--- src/rtl/sleep_wake_ctrl.sv ---
module sleep_wake_ctrl #(
  parameter int GEN_IRQS = 8,
  parameter int BKP_IRQS = 2
) (
  input  logic                clk,
  input  logic                rst_n,
  input  logic                req_valid,
  input  logic [2:0]          req_mode,
  input  logic                req_retain,
  input  logic [GEN_IRQS-1:0] irq,
  input  logic [BKP_IRQS-1:0] bkp_irq,
  input  logic                ext_rst,
  output logic [2:0]          mode,
  output logic                cpu_halt,
  output logic                main_pwr,
  output logic                nvm_sleep,
  output logic                clk32_only,
  output logic                ram_ret,
  output logic                wake
);

  localparam logic [2:0] M_ACT = 3'd0;
  localparam logic [2:0] M_IDL = 3'd1;
  localparam logic [2:0] M_STB = 3'd2;
  localparam logic [2:0] M_HIB = 3'd3;
  localparam logic [2:0] M_BKP = 3'd4;
  localparam logic [2:0] M_OFF = 3'd5;

  logic [2:0] mode_q;
  logic       ret_q;
  logic       wake_q;
  logic       wake_src;
  logic       take_req;
  logic [2:0] req_tgt;
  logic       any_gen;
  logic       any_bkp;

  assign any_gen = |irq;
  assign any_bkp = |bkp_irq;

  always_comb begin
    if (ext_rst) wake_src = 1'b1;
    else begin
      case (mode_q)
        M_ACT:        wake_src = 1'b0;
        M_IDL, M_STB: wake_src = any_gen | any_bkp;
        M_HIB, M_BKP: wake_src = any_bkp;
        M_OFF:        wake_src = 1'b0;
        default:      wake_src = 1'b1;
      endcase
    end
  end

  assign take_req = req_valid && (mode_q == M_ACT) && !ext_rst;
  assign req_tgt  = (req_mode > M_OFF) ? M_IDL : req_mode;

  always_ff @(posedge clk or negedge rst_n) begin
    if (!rst_n) begin
      mode_q <= M_ACT;
      ret_q  <= 1'b0;
      wake_q <= 1'b0;
    end else begin
      wake_q <= wake_src && (mode_q != M_ACT);
      if (wake_src) mode_q <= M_ACT;
      else if (take_req) begin
        mode_q <= req_tgt;
        ret_q  <= req_retain;
      end
    end
  end

  assign mode       = mode_q;
  assign wake       = wake_q;
  assign cpu_halt   = (mode_q != M_ACT);
  assign main_pwr   = (mode_q <= M_STB);
  assign nvm_sleep  = (mode_q == M_STB);
  assign clk32_only = (mode_q == M_HIB) || (mode_q == M_BKP);
  assign ram_ret    = (mode_q <= M_STB) || ((mode_q == M_HIB) && ret_q);

  AST_WAKE_SINGLE: assert property (@(posedge clk) disable iff (!rst_n) wake |=> !wake);
  AST_WAKE_IN_ACTIVE: assert property (@(posedge clk) disable iff (!rst_n) wake |-> (mode == M_ACT));
  AST_EXT_RST_ACTIVE: assert property (@(posedge clk) disable iff (!rst_n) ext_rst |=> (mode == M_ACT));
  AST_OFF_HOLDS: assert property (@(posedge clk) disable iff (!rst_n)
    (mode == M_OFF && !ext_rst) |=> (mode == M_OFF));
  AST_BACKUP_GEN_IGNORED: assert property (@(posedge clk) disable iff (!rst_n)
    ((mode == M_HIB || mode == M_BKP) && bkp_irq == '0 && !ext_rst) |=> $stable(mode));
  AST_IDLE_WAKES: assert property (@(posedge clk) disable iff (!rst_n)
    ((mode == M_IDL || mode == M_STB) && (irq != '0)) |=> (mode == M_ACT));
  AST_SLEEP_REQ_DROPPED: assert property (@(posedge clk) disable iff (!rst_n)
    (mode != M_ACT && req_valid) |=> (mode == M_ACT || $stable(mode)));

endmodule

--- config.mk ---
export PLATFORM = sky130hd
export DESIGN_NAME = sleep_wake_ctrl
export DESIGN_NICKNAME = d
export VERILOG_FILES = /design/src/rtl/sleep_wake_ctrl.sv
export SDC_FILE = /design/constraint.sdc
export NUM_CORES = 1
export LEC_CHECK = 0
export BUFFER_PORTS_ARGS = -buffer_cell sky130_fd_sc_hd__buf_2
export CAP_MARGIN = 20
export CELL_PAD_IN_SITES_DETAIL_PLACEMENT = 2
export CELL_PAD_IN_SITES_GLOBAL_PLACEMENT = 2
export CORE_UTILIZATION = 21
export CTS_BUF_LIST = sky130_fd_sc_hd__clkbuf_16
export CTS_CLUSTER_DIAMETER = 80
export DETAILED_ROUTE_END_ITERATION = 8
export GPL_ROUTABILITY_DRIVEN = 1
export MAX_ROUTING_LAYER = met4
export PLACE_DENSITY = 0.76
export SLEW_MARGIN = 20
export SYNTH_ARGS = -nofsm -noshare
export SYNTH_HDL_FRONTEND = slang
export SYNTH_SLANG_ARGS = --single-unit
export TNS_END_PERCENT = 5
--- constraint.sdc ---
create_clock -name clk -period 3.79 [get_ports clk]
set_clock_uncertainty 0.1 [all_clocks]
set_input_delay 0.1895 -clock clk [delete_from_list [all_inputs] [get_ports clk]]
set_output_delay 0.1895 -clock clk [all_outputs]
set_load 0.1 [all_outputs]
==> impl_metrics.csv, run 1 <==
group,metric,value,unit
outcome,status,"finished, violations left",
outcome,violations,"design-rule violations",
yosys,synth_cell_type_count,20,
worst_setup_path,path_max_fanout,11,
sta,setup_violations,0,
clock_network,cts.sinks,5,
worst_setup_path,startpoint_type,"register",
route,wl_met3,51,µm
power_and_ir_drop,clockPowerShare,50.0,%
job,drv_cap,0,
finish,area_delta_synth_final,56.9,%
finish,multiInputGateArea,214,µm²
finish,nets,88,
global_route,grt_overflow,0,
finish,layout_common_cells,"buf_2, nor2_1, dfrtp_1",
hold_path,min-delay-start,"req_retain",
route,top_layer_used,"met3",
worst_setup_path,critical_path_class,"reg2out",
global_route,antenna_found_initial,0,
route,firstDrtPassIters,6,
yosys,synth_seq_cells,5,
finish,regArea,125,µm²
floorplanning,core.rowCount,15,
global_route,grt_max_degree,12,
power_and_ir_drop,comb_power_share,29.7,%
worst_setup_path,reg2reg_from,"mode[1]",
sta,fmax,529,MHz
worst_setup_path,reg2reg_setup_slack,2260,ps
worst_setup_path,crit_required,3500,ps
sta,drv_slew,0,
placed_design,place.gp.congestion,0.753,
sta,final_hold_viol_count,0,
worst_setup_path,reg2regPathDepth,4,
floorplanning,die-area,1990,µm²
power_and_ir_drop,power.switching,0.122,mW
floorplanning,coreArea,1710,µm²
worst_setup_path,worst_setup_path_end_kind,"primary output",
power_and_ir_drop,power.density,577,nW/µm²
clock_network,post-cts-setup-buffer-count,0,
global_route,grt_pass1_vias,423,
sta,period_needed,1890,ps
route,ant_nets,0,
power_and_ir_drop,seqPwrFrac,20.3,%
power_and_ir_drop,finalPower,0.345,mW
hold_path,min_to,"ret_q",
yosys,synth_nets,59,
placed_design,dp_cells,89,
route,drtIter0Drc,8,
clock_network,root_buffer,"clkbuf_16",
finish,drive_gt1_share,47.8,%
finish,final_common_cell,"buf_2",
global_route,grt_pass1_wl,1820,µm
sta,fin_tns_setup,0,ps
route,viasPerCell,4.26,
route,num_vias,400,
finish,nFillCells,208,
placed_design,place_hpwl,948,µm
finish,finalNonFillerCells,94,
clock_network,clk_latency,230,ps
yosys,ys_warn_count,0,
clock_network,htreeDepth,1,
yosys,synth_area_per_cell,9.28,µm²
clock_network,cts_resized,0,
power_and_ir_drop,power.leakage,0.300,nW
sta,slew_headroom,67.6,%
route,wl_per_cell,12.6,µm
floorplanning,start_util,22.3,%
yosys,synth_area,380,µm²
yosys,synth_seq_area_share,32.9,%
hold_path,whs_path_depth,2,
clock_network,clk_pin_slew,30,ps
clock_network,cts_buffers,3,
floorplanning,die_height,44.6,µm
power_and_ir_drop,ir_worst_vdd,0.153,mV
hold_path,hp-class,"in2reg",
worst_setup_path,reg2reg_to,"mode[2]",
sta,worst_slew_pin_slew,489,ps
floorplanning,io_pins,27,
finish,diodes,0,
power_and_ir_drop,switching_share,35.3,%
sta,rsz0062_at_grt,"false",
sta,fin_crit_sh,49.9,%
worst_setup_path,arrival,1600,ps
clock_network,cts_buffer_depth,2,
route,wl_met2,617,µm
route,wirelength,1190,µm
yosys,synth_cells,41,
route,wl_met1,517,µm
power_and_ir_drop,p_int,0.223,mW
placed_design,port_buffers,26,
clock_network,hold_buffers,1,
floorplanning,dieWidth,44.6,µm
global_route,grtUsageTotal,13.7,%
clock_network,cts_tree,"done",
route,drc,2,
-- registers in the layout (all words and copies together), names as in the netlist --
signal and cells:
wake 1, mode 3, ret_q 1
-- critical path, cell delays in order, from the launching register on --
cell	delay [ps]
dfrtp_1	540
or2b_1	260
o22ai_1	120
buf_2	450
-- through the flow --
stage	util, %	area (µm²)	hold slack, ps	worst slack, ps
floorplan	-	380	-206	134
global placement	29.7	508	-93.3	2170
detailed placement	29.7	508	-83.4	2120
CTS	34.9	597	115	1890
global route	34.9	597	114	1830
finish	34.9	597	112	1900
-- cells in the mapped netlist (all sizes together) --
library cell	number	area, µm²
or2b	1	7.51
nor3	3	26.3
nor3b	3	22.5
a31o	2	17.5
o31ai	1	12.5
dfrtp	5	125
o21ai	1	5.00
nor2	8	30.0
buf	3	33.8
inv	2	7.51
nand3b	1	20.0
o21a	1	7.51
xnor2	1	8.76
mux2	1	15.0
o22ai	1	6.26
nand2	2	7.51
nand4	1	6.26
nor4	1	6.26
a21oi	3	15.0
-- power by group through the flow --
stage               logic (mW)  registers (mW)  clock network [mW]
finish                   0.102          0.0699               0.172
global route             0.107          0.0706               0.179
CTS                      0.104          0.0703               0.174
detailed placement       0.103          0.0707                   0
global placement         0.100          0.0696                   0
floorplan               0.0607          0.0908                   0
-- layout make-up --
cell class              instances  area share [%]
inverters                       2            1.26
repair buffers                 27            23.5
well taps                      25            5.24
multi-input cells              31            35.8
flip-flops and latches          5            21.0
clock buffers                   3            12.6
clock inverters                 1           0.629
-- cells by family after synthesis --
logic type / synth area share (%)
flops: 32.9
compound gates: 16.8
xor+xnor: 2.30
simple gates: 33.2
mux: 3.95
buf+inv: 10.9
-- worst max-delay path by stage --
stage	start	slack [ps]	cells after the start	end
after CTS	mode[2]	1890	3	clk32_only
final	mode[2]	1900	3	clk32_only
after detailed placement	mode[2]	2120	3	clk32_only
after floorplan	mode[1]	130	2	nvm_sleep
after global routing	mode[2]	1830	3	clk32_only
after global placement	mode[2]	2170	3	clk32_only
-- layer usage --
layer	GRT usage (%)	vias up
li1	-	198
met1	14.5	185
met2	24.1	17
met3	2.45	0
met4	7.27	0
met5	-	-
Power figures use the tool's default switching activity.
==> run 2: changes to the inputs <==
- CORE_UTILIZATION: 21 -> 19
- PLACE_DENSITY: 0.76 -> 0.7
- clock period: 3.79 -> 2 ns (I/O delays scaled with it)
==> run 2 against run 1 <==
Against the previous run: the flow now finishes without violations; die area increased by 10%; via count grew 5.0%; critical endpoint unchanged; cell area grew 6.5%; power grew 89%; sequential share of layout area shrank 0.89 points; critical path depth did not move; worst setup slack got worse by 1800 ps; first-iteration DRC count down 75%; clock-buffer cell count stayed put; register-to-register slack got worse by 1800 ps.
==> impl_metrics.csv, run 2 (synthesis gave the netlist of run 1 again) <==
group,metric,value,unit
hold_path,min-delay-start,"req_retain",
outcome,status,"finished clean",
floorplanning,coreArea,1800,µm²
placed_design,place.gp.congestion,0.683,
finish,area_delta_synth_final,67.1,%
floorplanning,core.rowCount,15,
global_route,grtUsageTotal,14.1,%
global_route,grt_pass1_vias,435,
sta,worst_slew_pin_slew,491,ps
power_and_ir_drop,power.density,1030,nW/µm²
sta,fmax,539,MHz
clock_network,cts.sinks,5,
finish,finalNonFillerCells,94,
clock_network,clk_pin_slew,30,ps
worst_setup_path,crit_family,"flip-flops",
finish,final_common_cell,"buf_2",
clock_network,clk_latency,220,ps
route,wl_per_cell,12.5,µm
clock_network,cts_buffers,3,
finish,final_util,35.3,%
finish,drive_gt1_share,56.5,%
sta,drv_slew,0,
floorplanning,dieWidth,46.7,µm
route,drc,0,
worst_setup_path,reg2reg_from,"mode[0]",
finish,diodes,0,
worst_setup_path,arrival,1650,ps
route,ant_nets,0,
finish,multiInputGateArea,250,µm²
finish,regArea,128,µm²
hold_path,hp-class,"in2reg",
clock_network,cts_tree,"done",
finish,layout_common_cells,"buf_2, nor2_1, inv_1, clkbuf_16, dfrtp_1",
clock_network,post-cts-setup-buffer-count,0,
worst_setup_path,startpoint,"mode[0]",
sta,setup_violations,0,
job,drv_cap,0,
worst_setup_path,crit_required,1800,ps
route,num_vias,420,
worst_setup_path,cpPeakStageDelay,590,ps
clock_network,htreeDepth,1,
worst_setup_path,crit_chain,"nand2_1 > o22ai_4 > buf_2",
sta,fin_crit_sh,92.7,%
clock_network,cts_resized,0,
worst_setup_path,cp_slowest_cell,"dfrtp_1",
global_route,grt_max_degree,12,
sta,final_hold_viol_count,0,
global_route,antenna_found_initial,0,
global_route,grt_pass1_wl,1990,µm
floorplanning,io_pins,27,
clock_network,root_buffer,"clkbuf_16",
global_route,grt_overflow,0,
worst_setup_path,cp_num_buf_inv,1,
finish,largest_reg_flops,3,
finish,nFillCells,239,
sta,period_needed,1850,ps
sta,slew_headroom,67.5,%
route,drtIter0Drc,2,
clock_network,hold_buffers,1,
floorplanning,start_util,21.1,%
route,wirelength,1180,µm
floorplanning,die-area,2180,µm²
floorplanning,die_height,46.7,µm
sta,rsz0062_at_grt,"false",
route,firstDrtPassIters,4,
worst_setup_path,path_max_fanout,9,
route,viasPerCell,4.47,
placed_design,port_buffers,26,
worst_setup_path,startpoint_type,"register",
placed_design,place_hpwl,925,µm
worst_setup_path,critical_path_class,"reg2out",
power_and_ir_drop,power.leakage,0.304,nW
worst_setup_path,worst_setup_path_end_kind,"primary output",
power_and_ir_drop,ir_worst_vdd,0.398,mV
finish,nets,88,
placed_design,dp_cells,89,
clock_network,cts_buffer_depth,2,
run 2: changes by cell type in the layout (fill, tap and decap cells not counted):
cell	delta
nor2_4	+1
a21oi_1	-1
a21oi_2	+1
nor3b_1	-1
dfrtp_1	-2
nor2_1	-1
nor3b_4	+1
o22ai_4	+1
dfrtp_2	+2
o22ai_1	-1
run 2: path summary, 6_finish.rpt:
kind	to	slack (ps)	depth (start not counted)
max	clk32_only	150	3
min	ret_q	10	2
min in group asynchronous	wake	130	2
max in group asynchronous	mode[1]	1530	2
min reg2reg	ret_q	440	1
max reg2reg	mode[0]	440	4
run 2: metal layers:
layer | up-vias | global-route usage (%) | wire length [µm]
li1 | 201 | - | -
met1 | 201 | 15.5 | 509
met4 | 0 | 3.43 | 0
met5 | - | - | 0
met3 | 0 | 5.77 | 90
met2 | 18 | 23.6 | 577
run 2: cell type report:
cell class	count	area share, %
multi-input cells	31	39.4
inverters	2	1.18
clock buffers	3	11.8
flip-flops and latches	5	20.1
repair buffers	27	22.0
clock inverters	1	0.591
well taps	25	4.92
run 2: worst register-to-register path, cell delays in order (launching register included):
cell and delay, ps:
dfrtp_1 590, nand2_1 210, nor2_1 200, o31ai_2 110, a31o_1 230
run 2: per-stage QoR:
step | power (mW) | hold WS (ps) | setup TNS [ps] | area [µm²] | worst slack [ps]
after floorplan | 0.295 | -296 | -255 | 419 | -135
after global placement | 0.330 | -178 | 0 | 547 | 425
after detailed placement | 0.334 | -179 | 0 | 547 | 369
after CTS | 0.665 | 10.1 | 0 | 636 | 112
after global routing | 0.685 | 13.7 | 0 | 636 | 49.7
final | 0.652 | 10.7 | 0 | 636 | 145
run 2: power by group:
| group | internal (mW) | total [mW] | switching (mW) | leakage, nW |
|---|---|---|---|---|
| registers | 0.114 | 0.136 | 0.0215 | 0.0626 |
| logic | 0.0529 | 0.197 | 0.144 | 0.199 |
| clock network | 0.259 | 0.320 | 0.0615 | 0.0423 |
| total | 0.426 | 0.652 | 0.227 | 0.304 |
==> run 3: changes to the inputs <==
- RECOVER_POWER: default -> 50
- clock period: 2 -> 2.1 ns (I/O delays scaled with it)
==> run 3 against run 2 <==
Against the previous run: sequential share of layout area rose by 0.20 points; clock power hardly changed; register-to-register slack got worse by 90 ps; via count increased by 3.8%; largest power group unchanged; sequential power decreased by 7%; largest cell class unchanged; wire length increased by 14%; worst setup slack improved by 120 ps; non-clock buffer count rose by 1; cell area decreased by 2.0%.
==> impl_metrics.csv, run 3 (synthesis gave the netlist of run 1 again) <==
group,metric,value,unit
worst_setup_path,worst_setup_path_end_kind,"primary output",
sta,holdWs,5.71,ps
clock_network,clk_pin_slew,40,ps
placed_design,port_buffers,26,
route,viasPerCell,4.59,
sta,period_needed,1840,ps
global_route,grt_max_degree,12,
route,wirelength,1340,µm
finish,finalNonFillerCells,95,
route,firstDrtPassIters,3,
clock_network,cts.sinks,5,
route,num_vias,436,
placed_design,place.gp.congestion,0.651,
clock_network,clk_latency,230,ps
global_route,grtUsageTotal,14.9,%
power_and_ir_drop,ir_worst_vdd,0.331,mV
clock_network,root_buffer,"clkbuf_16",
worst_setup_path,arrival,1630,ps
placed_design,placed_area,548,µm²
finish,largest_reg_flops,3,
worst_setup_path,crit_required,1890,ps
route,drtIter0Drc,1,
finish,drive_gt1_share,51.4,%
floorplanning,die_height,46.7,µm
floorplanning,coreArea,1800,µm²
finish,nFillCells,225,
placed_design,dp_cells,90,
sta,fin_crit_sh,87.4,%
route,ant_nets,0,
global_route,grt_overflow,0,
hold_path,hp-class,"in2reg",
clock_network,cts_resized,0,
finish,nets,89,
sta,fmax,545,MHz
global_route,grt_pass1_vias,456,
sta,worst_slew_pin_slew,1170,ps
power_and_ir_drop,power.leakage,0.296,nW
finish,area_delta_synth_final,63.8,%
floorplanning,io_pins,27,
finish,multiInputGateArea,234,µm²
job,drv_cap,0,
sta,final_hold_viol_count,0,
floorplanning,die-area,2180,µm²
finish,final_common_cell,"buf_2",
worst_setup_path,critical_path_class,"reg2out",
clock_network,cts_buffer_depth,2,
sta,layout_setup_ws,265,ps
clock_network,htreeDepth,1,
power_and_ir_drop,power.density,1010,nW/µm²
finish,stdcell_area,623,µm²
finish,diodes,0,
global_route,antenna_found_initial,0,
worst_setup_path,startpoint_type,"register",
sta,fin_tns_setup,0,ps
global_route,grt_pass1_wl,2060,µm
finish,final_util,34.6,%
sta,setup_violations,0,
worst_setup_path,path_max_fanout,9,
floorplanning,start_util,21.1,%
floorplanning,core.rowCount,15,
sta,slew_headroom,22.4,%
clock_network,cts_tree,"done",
sta,drv_slew,0,
finish,layout_common_cells,"buf_2, nor2_1, dfrtp_1",
route,wl_per_cell,14.1,µm
sta,rsz0062_at_grt,"false",
outcome,status,"finished clean",
route,drc,0,
clock_network,cts_buffers,3,
floorplanning,dieWidth,46.7,µm
finish,regArea,126,µm²
placed_design,place_ws,450,ps
power_and_ir_drop,finalPower,0.629,mW
## run 3: changes by cell type in the layout (fill, tap and decap cells not counted), sizes merged
cell    previous run  this run
clkbuf             3         7
buf               26        23
## run 3: layout make-up
cell class                 instances  area share (%)
multi-input combinational         31            37.6
timing repair buffer              28            23.3
sequential                         5            20.3
clock buffer                       3            12.0
tap                               25            5.02
inverter                           2            1.20
clock inverter                     1           0.602
## run 3: worst paths after layout
kind	from	to	slack [ps]	cells after the start
max	mode[0]	cpu_halt	260	3
min	req_retain	ret_q	6	2
max reg2reg	mode[0]	mode[2]	350	4
min reg2reg	ret_q	ret_q	440	1
max in group asynchronous	rst_n	mode[1]	1480	2
min in group asynchronous	rst_n	ret_q	170	2
## run 3: worst max-delay path, stage by stage (launching register included)
cell and delay [ps]:
dfrtp_1 500, nor3_1 520, inv_1 80, buf_2 310
## run 3: report_power, final
part | switching, mW | internal, mW
Combinational | 0.138 | 0.0471
Clock | 0.0701 | 0.247
Sequential | 0.0178 | 0.109
Total | 0.226 | 0.403
## run 3: layer usage
metal  wire length [µm]  global-route usage (%)  up-vias
met5                  0                       -        -
met2                724                    27.8       26
met3                 78                    3.46        2
met1                518                    13.6      205
met4                 17                    8.57        0
li1                   -                       -      203
## run 3: timing repair
item | 4_1_cts | 5_1_grt
hold endpoints to repair | 5 | 0
hold buffers | 1 | 0
setup buffers | 0 | 0
